## src/rtl/pil_sel_pkg.sv

```systemverilog
package pil_sel_pkg;
    typedef enum logic {
        ST_QUIET  = 1'b0,
        ST_RAISED = 1'b1
    } pil_state_e;
endpackage

```

## src/rtl/pil_merge.sv

```systemverilog
// Builds the pending level vector from the external lines and the softint register.
module pil_merge #(
    parameter int LVLS      = 16,
    parameter int TIMER_LVL = 14
) (
    input  logic [LVLS-1:0] ext_lvl,
    input  logic [LVLS:0]   soft_bits,
    output logic [LVLS-1:0] pend
);
    logic timer_hit;

    assign timer_hit = soft_bits[0] | soft_bits[LVLS];

    always_comb begin
        pend    = ext_lvl | soft_bits[LVLS-1:0];
        pend[0] = ext_lvl[0];           // tick-match bit is not a level
        if (timer_hit) begin
            pend[TIMER_LVL] = 1'b1;     // both timer matches fold here
        end
    end
endmodule

```

## src/rtl/pil_pick.sv

```systemverilog
// Finds the highest pending level strictly above the threshold.
module pil_pick #(
    parameter int LVLS  = 16,
    parameter int LVL_W = 4
) (
    input  logic [LVLS-1:0]  pend,
    input  logic [LVL_W-1:0] thresh,
    output logic             found,
    output logic [LVL_W-1:0] win
);
    logic [LVLS-1:0] hit;

    for (genvar g = 0; g < LVLS; g++) begin : g_hit
        assign hit[g] = pend[g] && (LVL_W'(g) > thresh);
    end

    always_comb begin
        found = 1'b0;
        win   = '0;
        for (int i = 0; i < LVLS; i++) begin
            if (hit[i]) begin
                found = 1'b1;
                win   = LVL_W'(i);
            end
        end
    end
endmodule

```

## src/rtl/pil_wake.sv

```systemverilog
// Halted flag: set by an idle request, cleared by any rising external line.
module pil_wake #(
    parameter int LVLS = 16
) (
    input  logic            clk,
    input  logic            rst_n,
    input  logic [LVLS-1:0] ext_lvl,
    input  logic            idle_req,
    output logic            halted
);
    logic [LVLS-1:0] ext_q;
    logic            rise;

    assign rise = |(ext_lvl & ~ext_q);

    always_ff @(posedge clk or negedge rst_n) begin
        if (!rst_n) begin
            ext_q  <= '0;
            halted <= 1'b0;
        end else begin
            ext_q <= ext_lvl;
            if (rise) begin
                halted <= 1'b0;
            end else if (idle_req) begin
                halted <= 1'b1;
            end
        end
    end

    p_wake_r10: assert property (@(posedge clk) disable iff (!rst_n)
        (|(ext_lvl & ~ext_q)) |=> !halted)
        else $error("wake edge did not clear halted");
endmodule

```

## src/rtl/pil_sel.sv

```systemverilog
module pil_sel #(
    parameter int          LVLS      = 16,
    parameter int          TIMER_LVL = 14,
    parameter int          TL_W      = 3,
    parameter int          CODE_W    = 8,
    parameter logic [7:0]  TRAP_BASE = 8'h40
) (
    input  logic                     clk,
    input  logic                     rst_n,
    input  logic [LVLS-1:0]          ext_lvl,
    input  logic [LVLS:0]            soft_bits,
    input  logic [$clog2(LVLS)-1:0]  pri_thresh,
    input  logic                     int_en,
    input  logic [TL_W-1:0]          trap_lvl,
    input  logic [CODE_W-1:0]        trap_type,
    input  logic                     idle_req,
    output logic                     irq_req,
    output logic [CODE_W-1:0]        irq_code,
    output logic                     halted
);
    import pil_sel_pkg::*;

    localparam int LVL_W = $clog2(LVLS);

    logic [LVLS-1:0]   pend;
    logic              found;
    logic [LVL_W-1:0]  win;
    logic [CODE_W-1:0] cand;
    logic              blocked;
    logic              take;
    logic              empty;

    pil_state_e        state_q, state_d;
    logic [CODE_W-1:0] code_q, code_d;

    pil_merge #(.LVLS(LVLS), .TIMER_LVL(TIMER_LVL)) u_merge (
        .ext_lvl   (ext_lvl),
        .soft_bits (soft_bits),
        .pend      (pend)
    );

    pil_pick #(.LVLS(LVLS), .LVL_W(LVL_W)) u_pick (
        .pend   (pend),
        .thresh (pri_thresh),
        .found  (found),
        .win    (win)
    );

    pil_wake #(.LVLS(LVLS)) u_wake (
        .clk      (clk),
        .rst_n    (rst_n),
        .ext_lvl  (ext_lvl),
        .idle_req (idle_req),
        .halted   (halted)
    );

    assign cand    = CODE_W'(TRAP_BASE) | CODE_W'(win);
    assign blocked = (trap_lvl != '0) && (trap_type > cand);
    assign empty   = (pend == '0);
    assign take    = int_en && found && !blocked && (cand != code_q);

    // next-state process
    always_comb begin
        state_d = state_q;
        code_d  = code_q;
        unique case (state_q)
            ST_QUIET: begin
                if (empty) begin
                    code_d = '0;
                end else if (take) begin
                    state_d = ST_RAISED;    // QUIET->RAISED
                    code_d  = cand;
                end
            end
            ST_RAISED: begin
                if (empty) begin
                    state_d = ST_QUIET;     // RAISED->QUIET
                    code_d  = '0;
                end else if (take) begin
                    code_d  = cand;         // RAISED->RAISED
                end
            end
            default: begin
                state_d = ST_QUIET;
                code_d  = '0;
            end
        endcase
    end

    // state register
    always_ff @(posedge clk or negedge rst_n) begin
        if (!rst_n) begin
            state_q <= ST_QUIET;
            code_q  <= '0;
        end else begin
            state_q <= state_d;
            code_q  <= code_d;
        end
    end

    // output process
    always_comb begin
        irq_req  = (state_q == ST_RAISED);
        irq_code = code_q;
    end

    p_clear_empty_r3: assert property (@(posedge clk) disable iff (!rst_n)
        (pend == '0) |=> (!irq_req && irq_code == '0))
        else $error("request not withdrawn on empty vector");

    p_above_thresh_r5: assert property (@(posedge clk) disable iff (!rst_n)
        $rose(irq_req) |-> (irq_code[LVL_W-1:0] > $past(pri_thresh)))
        else $error("request raised at or below threshold");

    p_nest_hold_r6: assert property (@(posedge clk) disable iff (!rst_n)
        (pend != '0 && trap_lvl != '0 && trap_type > (CODE_W'(TRAP_BASE) | CODE_W'(win)))
        |=> ($stable(irq_req) && $stable(irq_code)))
        else $error("request changed under a higher trap in progress");

    p_code_nonzero_r7: assert property (@(posedge clk) disable iff (!rst_n)
        irq_req |-> (irq_code[CODE_W-1:LVL_W] == TRAP_BASE[CODE_W-1:LVL_W]))
        else $error("raised request with a code outside the trap base");

    p_disabled_hold_r8: assert property (@(posedge clk) disable iff (!rst_n)
        (!int_en && pend != '0) |=> ($stable(irq_req) && $stable(irq_code)))
        else $error("outputs changed while interrupts disabled");
endmodule

```

## config.mk

```make
export PLATFORM = sky130hd
export DESIGN_NAME = pil_sel
export DESIGN_NICKNAME = d
export VERILOG_FILES = /design/src/rtl/pil_sel_pkg.sv /design/src/rtl/pil_merge.sv /design/src/rtl/pil_pick.sv /design/src/rtl/pil_wake.sv /design/src/rtl/pil_sel.sv
export SDC_FILE = /design/constraint.sdc
export NUM_CORES = 1
export LEC_CHECK = 0
export BUFFER_PORTS_ARGS = -buffer_cell sky130_fd_sc_hd__buf_2
export CAP_MARGIN = 40
export CORE_MARGIN = 5
export CORE_UTILIZATION = 45
export CTS_BUF_LIST = sky130_fd_sc_hd__clkbuf_16
export DETAILED_ROUTE_END_ITERATION = 16
export HOLD_SLACK_MARGIN = 0.06
export PLACE_DENSITY = 0.77
export SYNTH_ARGS = -nofsm -noshare
export SYNTH_HDL_FRONTEND = slang
export SYNTH_SLANG_ARGS = --single-unit
```

## constraint.sdc

```tcl
create_clock -name clk -period 4.25 [get_ports clk]
set_input_delay 0.6375 -clock clk [delete_from_list [all_inputs] [get_ports clk]]
set_output_delay 0.6375 -clock clk [all_outputs]
set_load 0.1 [all_outputs]
```

* Word-level counts from Yosys, hierarchy flattened
Index checks and enable logic that the tools add are counted.
** Storage, ports and cells
- Logic and storage cells :: 93
- Register bits :: 26
- Input port bits :: 52
- Output and inout bits :: 10
** Cells by class
- Bitwise operators :: 5
- Order comparisons :: 17
- Muxes and demuxes :: 40
- Reduce and logical (&&, ||, !) cells :: 26
- Equality and inequality tests :: 1
** Operators with widths (number)
- $gt 4x4->1 const A :: 8
- $mux 4 :: 8
- $mux 1 :: 23
- $logic_and 1x1->1 :: 20
- $and 16x16->16 :: 1
- $gt 3x4->1 const A :: 4
- $logic_not 16->1 :: 1
- $mux 8 :: 2
- $not 16->16 :: 1
- $or 16x16->16 :: 1
- $reduce_or 16->1 :: 1
- $mux 3 :: 4
- $gt 1x4->1 const A :: 2
- $gt 2x4->1 const A :: 2
- $gt 8x7->1 :: 1
- $ne 7x8->1 :: 1
- $mux 2 :: 2
- $reduce_bool 2->1 :: 2
- $reduce_bool 3->1 :: 1
- $pmux 1 s2 :: 1
- $logic_not 1->1 :: 1
- $not 1->1 :: 1
- $or 1x1->1 :: 1

* Depth between registers and ports, before layout
- Depth after elaboration :: 25
- Depth in mapped cells :: 16

* Modules after synthesis
From an unflattened synthesis, not the netlist that was laid out.
** Unflattened totals
- Cells, all modules :: 180
- Area total of the unflattened synthesis :: 1589.0 µm²
** Modules (own cells, without submodules)
- pil_wake :: cells an instance 43, area each 559.3 µm², times used 1
- pil_sel :: cells an instance 56, area each 504.2 µm², times used 1
- pil_pick :: cells an instance 65, area each 422.9 µm², times used 1
- pil_merge :: cells an instance 16, area each 102.6 µm², times used 1

* Least setup slack after synthesis
OpenSTA, ideal clock, no wires.
- Path kind :: input -> register
- From :: in pri_thresh[0]
- To :: reg code_q[2], in the netlist irq_code[2]
- Stages on the path :: 15
- Slack :: 0.560 ns
- Arrival :: 3.558 ns
- Library setup time :: 0.132 ns
- Data required time :: 4.118 ns
- Path through :: buf_6 or2_4 a211oi_2 nor3_1 or4_4 a221oi_4 ha_1 nor2b_1 o21a_1 o21ai_0 a21oi_1 o32ai_1 o311ai_2 a41o_2 mux2i_1
** Between the ends
- Cells in the longest elaborated chain, start to end :: 23
- Elaborated cells on any way between the ends :: 73
** Ends and longest elaborated chain
- start, declared :: line pil_sel.sv:12 : input logic [$clog2(LVLS)-1:0] pri_thresh,
- $gt 1x4->1 :: line pil_pick.sv:14 : assign hit[g] = pend[g] && (LVL_W'(g) > thresh);
- $logic_and 1x1->1 :: line pil_pick.sv:14
- $mux 1 :: line pil_pick.sv:21 : if (hit[i]) begin
- $mux 2 (2 in series) :: line pil_pick.sv:21
- $mux 3 (4 in series) :: line pil_pick.sv:21
- $mux 4 (8 in series) :: line pil_pick.sv:21
- $gt 8x7->1 :: line pil_sel.sv:58 : assign blocked = (trap_lvl != '0) && (trap_type > cand);
- $logic_and 1x1->1 :: line pil_sel.sv:58
- $logic_not 1->1 :: line pil_sel.sv:60 : assign take = int_en && found && !blocked && (cand != code_q);
- $logic_and 1x1->1 (2 in series) :: line pil_sel.sv:60
- $reduce_bool 2->1 (no source line)
- end signal, assigned :: line pil_sel.sv:97 : code_q <= code_d;
- end, declared :: line pil_sel.sv:34 : logic [CODE_W-1:0] code_q, code_d;
Parallel ways exist; a longest one is shown, timed or not. The select of a mux whose other input is x is not followed.
A chain may end at the register's enable or synchronous reset.

* Worst setup path after layout
- From :: in pri_thresh[1]
- To :: reg code_q[2], in the netlist irq_code[2]
The elaborated chain is that of the path after synthesis.

==> impl_table.tex <==
\begin{tabular}{lr}
\hline
Metric & Value \\
\hline
\multicolumn{2}{l}{\textbf{GRT}} \\
\quad M2 GR Usage & 29.2\% \\
\quad Global-route layer with the greatest usage & met2 \\
\quad Overflow left after global routing & 0 \\
\quad Maximum number of pins on one net before global-route repair & 24 \\
\quad Global Route met1 Usage & 23.2\% \\
\quad Vias in the first global route & 1460 \\
\quad Global-route wire length before repair & 6270 um \\
\quad Antenna violations before repair & 0 \\
\quad Total GRT Usage & 17.6\% \\
\quad Met3 demand-to-capacity share in global routing & 3.12\% \\
\multicolumn{2}{l}{\textbf{Run status}} \\
\quad Result of the run & complete, no violations \\
\multicolumn{2}{l}{\textbf{Synthesis}} \\
\quad Dominant synthesized flop cell & dfrtp\_1 \\
\quad Synth Instances & 175 \\
\quad Synth cell types & 54 \\
\quad Share of synthesized area occupied by flip-flops and latches & 37.4\% \\
\quad Largest area contributor in the netlist & dfrtp\_1 \\
\quad Cell area after technology mapping & 1540 um\^{}2 \\
\quad Yosys warning total & 0 \\
\quad Post-synthesis average cell area & 8.79 um\^{}2 \\
\quad Leading cell types by count after synthesis & dfrtp\_1, inv\_1, nor2\_1, nand2\_1, o21ai\_0 \\
\quad Cell types occupying the most area after synthesis & dfrtp\_1, inv\_1, nor2\_1 \\
\quad Area share of the largest cell type after synthesis & 37.4\% \\
\quad Fraction of synthesis flops using an asynchronous set or reset pin & 100\% \\
\quad Number of synthesized register bits & 23 \\
\quad Number of enable flip-flop cells after synthesis & 0 \\
\multicolumn{2}{l}{\textbf{STA}} \\
\quad Worst-margin pin slew & 858 ps \\
\quad Final sum of negative setup slack & 0 ps \\
\quad Worst Hold Slack & 344 ps \\
\quad Tcrit/Tclk final & 87.2\% \\
\quad Worst slew margin & 42.3\% \\
\quad Timing-limited maximum frequency & 270 MHz \\
\quad Hold Violations, Final & 0 \\
\quad Number of max-slew violations in the final report & 0 \\
\quad Minimum clock period & 3710 ps \\
\quad Unrepaired setup endpoints after global routing & false \\
\quad Setup-failing EPs final & 0 \\
\quad Clock Skews & 2.62 ps \\
\multicolumn{2}{l}{\textbf{Critical path}} \\
\quad Slowest stage delay, CP & 440 ps \\
\quad Top delay family on crit path & compound AO/OA/AOI/OAI gates \\
\quad Crit path capture type & flop \\
\quad Cell count of the worst reg-to-reg path & 5 \\
\quad Critical Path Stages & 15 \\
\quad Cells along the critical path & buf\_2, or2\_4, a211oi\_2, nor3\_1, or4\_4, a221oi\_4, ha\_1, nor2b\_1, o21a\_1, o21ai\_0, a21oi\_1, o32ai\_1, o311ai\_2, a41o\_2, mux2i\_1 \\
\quad Crit-path max FO & 14 \\
\quad Crit path DAT & 3830 ps \\
\quad Critical path data required time & 4370 ps \\
\quad Number of buffers and inverters on the critical path & 1 \\
\quad Path type of the worst setup path & in -> reg \\
\quad Type of element launching the critical path & input pin \\
\quad Slowest stage cell, crit path & or4\_4 \\
\multicolumn{2}{l}{\textbf{Power}} \\
\quad Overall power after layout & 0.614 mW \\
\quad Leakage & 0.935 nW \\
\quad Flop pwr share & 39.2\% \\
\quad Fraction of power spent switching nets & 32.3\% \\
\quad Maximum vdd drop & 0.000120 V \\
\quad Relative contribution of combinational cells to total power & 28.6\% \\
\quad Design internal power & 0.416 mW \\
\quad Areal power density over the cells & 319 nW/um\^{}2 \\
\quad Clock power share & 32.2\% \\
\quad Switching pwr & 0.198 mW \\
\multicolumn{2}{l}{\textbf{Routing}} \\
\quad Post-DR wirelength/cell & 13.9 um \\
\quad Post-detailed-route count of antenna-violating nets & 0 \\
\quad Number of DRC violations after detailed-routing iteration 0 & 62 \\
\quad Total Wirelength & 3870 um \\
\quad Total via count after detailed routing & 1518 \\
\quad Residual DRC & 0 \\
\quad DR pass1 iterations & 4 \\
\quad Number of vias per cell & 5.46 \\
\multicolumn{2}{l}{\textbf{Clock network}} \\
\quad Count of buffers added by post-CTS timing repair for setup & 0 \\
\quad Number of buffers created by CTS & 3 \\
\quad Clock latency on the worst-skew pair & 250 ps \\
\quad Clock sink total & 23 \\
\quad Maximum clock path buffer count & 2 \\
\quad Post-CTS sizing & 0 \\
\quad CTS root buffer & clkbuf\_16 \\
\quad Maximum level of the CTS H-tree & 1 \\
\quad Clock-pin slew on the worst setup and hold paths & 60 ps \\
\quad Number of hold-repair buffers added at the cts stage & 0 \\
\quad TritonCTS clock tree & done \\
\multicolumn{2}{l}{\textbf{Final layout}} \\
\quad Area delta synth->final & 25.1\% \\
\quad Area taken by flip-flops and latches & 576 um\^{}2 \\
\quad Final instance area & 1930 um\^{}2 \\
\quad Filler instances & 315 \\
\quad Ratio of cells with drive above 1 in the final layout & 32.8\% \\
\quad Final layout net count & 289 \\
\quad \# diodes & 0 \\
\quad Area of combinational cells with multiple inputs & 828 um\^{}2 \\
\multicolumn{2}{l}{\textbf{Place}} \\
\quad Placer Congestion & 0.914 \\
\quad Final HPWL DP & 3210 um \\
\quad Total of buffers placed on input and output ports & 58 \\
\quad Area after DPL & 1850 um\^{}2 \\
\multicolumn{2}{l}{\textbf{Floorplan}} \\
\quad Initial standard-cell utilization of the core & 46.1\% \\
\quad Number of rows created at floorplan & 21 \\
\quad Ports & 62 \\
\quad Die area & 4690 um\^{}2 \\
\quad Horizontal die dimension & 68.5 um \\
\quad Core Region & 3340 um\^{}2 \\
\quad Die height & 68.5 um \\
\multicolumn{2}{l}{\textbf{Flow run}} \\
\quad Max-capacitance violation count & 0 \\
\multicolumn{2}{l}{\textbf{Worst hold path}} \\
\quad Worst hold path class & in -> async \\
\hline
\end{tabular}
==> kinds of logic after synthesis <==
family,share of synthesized area (%)
fa+ha+maj,3.25
compound gates,25.3
buf+inv,9.27
other cells,0.244
xor+xnor,1.14
simple gates,20.8
flops,37.4
mux,2.60
==> layout make-up <==
| type | instances | share of cell area, % |
|---|---|---|
| repair buffers | 59 | 15.5 |
| clock buffers | 3 | 3.90 |
| well taps | 46 | 2.99 |
| inverters | 23 | 4.48 |
| multi-input cells | 123 | 43.0 |
| flip-flops and latches | 23 | 29.9 |
| clock inverters | 1 | 0.260 |
==> sequential cells by signal, indices dropped and copies added (netlist names) <==
signal / flops
u_wake.ext_q: 16
irq_code: 5
u_wake.halted: 1
irq_req: 1
==> layer usage <==
layer	routed length (um)	vias up
met5	0	-
met3	340	6
li1	-	744
met4	39	0
met1	1660	694
met2	1840	74
==> per-stage QoR <==
step | utilization (%) | std cells | worst slack, ps
global placement | 55.3 | 274 | 352
finish | 57.7 | 278 | 542
floorplan | - | 177 | 560
detailed placement | 55.3 | 274 | 267
global route | 57.7 | 278 | 283
CTS | 57.7 | 278 | 537
==> placed cells by master (no fill, tap or decap), types with 3 or more instances in the layout <==
cell type  synthesis  layout
clkbuf_16          0       3
mux2i_1            4       4
ha_1               4       4
nor4_1             5       5
dfrtp_1           23      23
nand2b_1           3       3
nor3_1             5       5
nand2_1           10      10
conb_1             1       3
inv_1             23      23
o22ai_1            8       8
nand4_1            3       3
o21ai_0           10      10
a211oi_1           3       3
buf_2              1      58
a21oi_1            8       8
nor2_1            14      14
==> power groups by stage <==
stage               Sequential (mW)  Combinational, mW  Clock [mW]
floorplan                     0.283             0.0855           0
detailed placement            0.244              0.176           0
global placement              0.244              0.173           0
global route                  0.242              0.192       0.211
CTS                           0.241              0.177       0.199
finish                        0.241              0.176       0.198
==> worst paths after layout <==
kind | start | endpoint | slack, ps
worst max-delay path | pri_thresh[1] | irq_code[2] | 540
worst min-delay path | rst_n | u_wake.ext_q[12] | 340
worst max register to register | irq_code[3] | irq_code[2] | 2720
worst min register to register | irq_code[0] | irq_code[0] | 520
max in group asynchronous | rst_n | irq_code[3] | 3560
min in group clk | ext_lvl[9] | u_wake.ext_q[9] | 510
(Power assumes the default switching activity.)
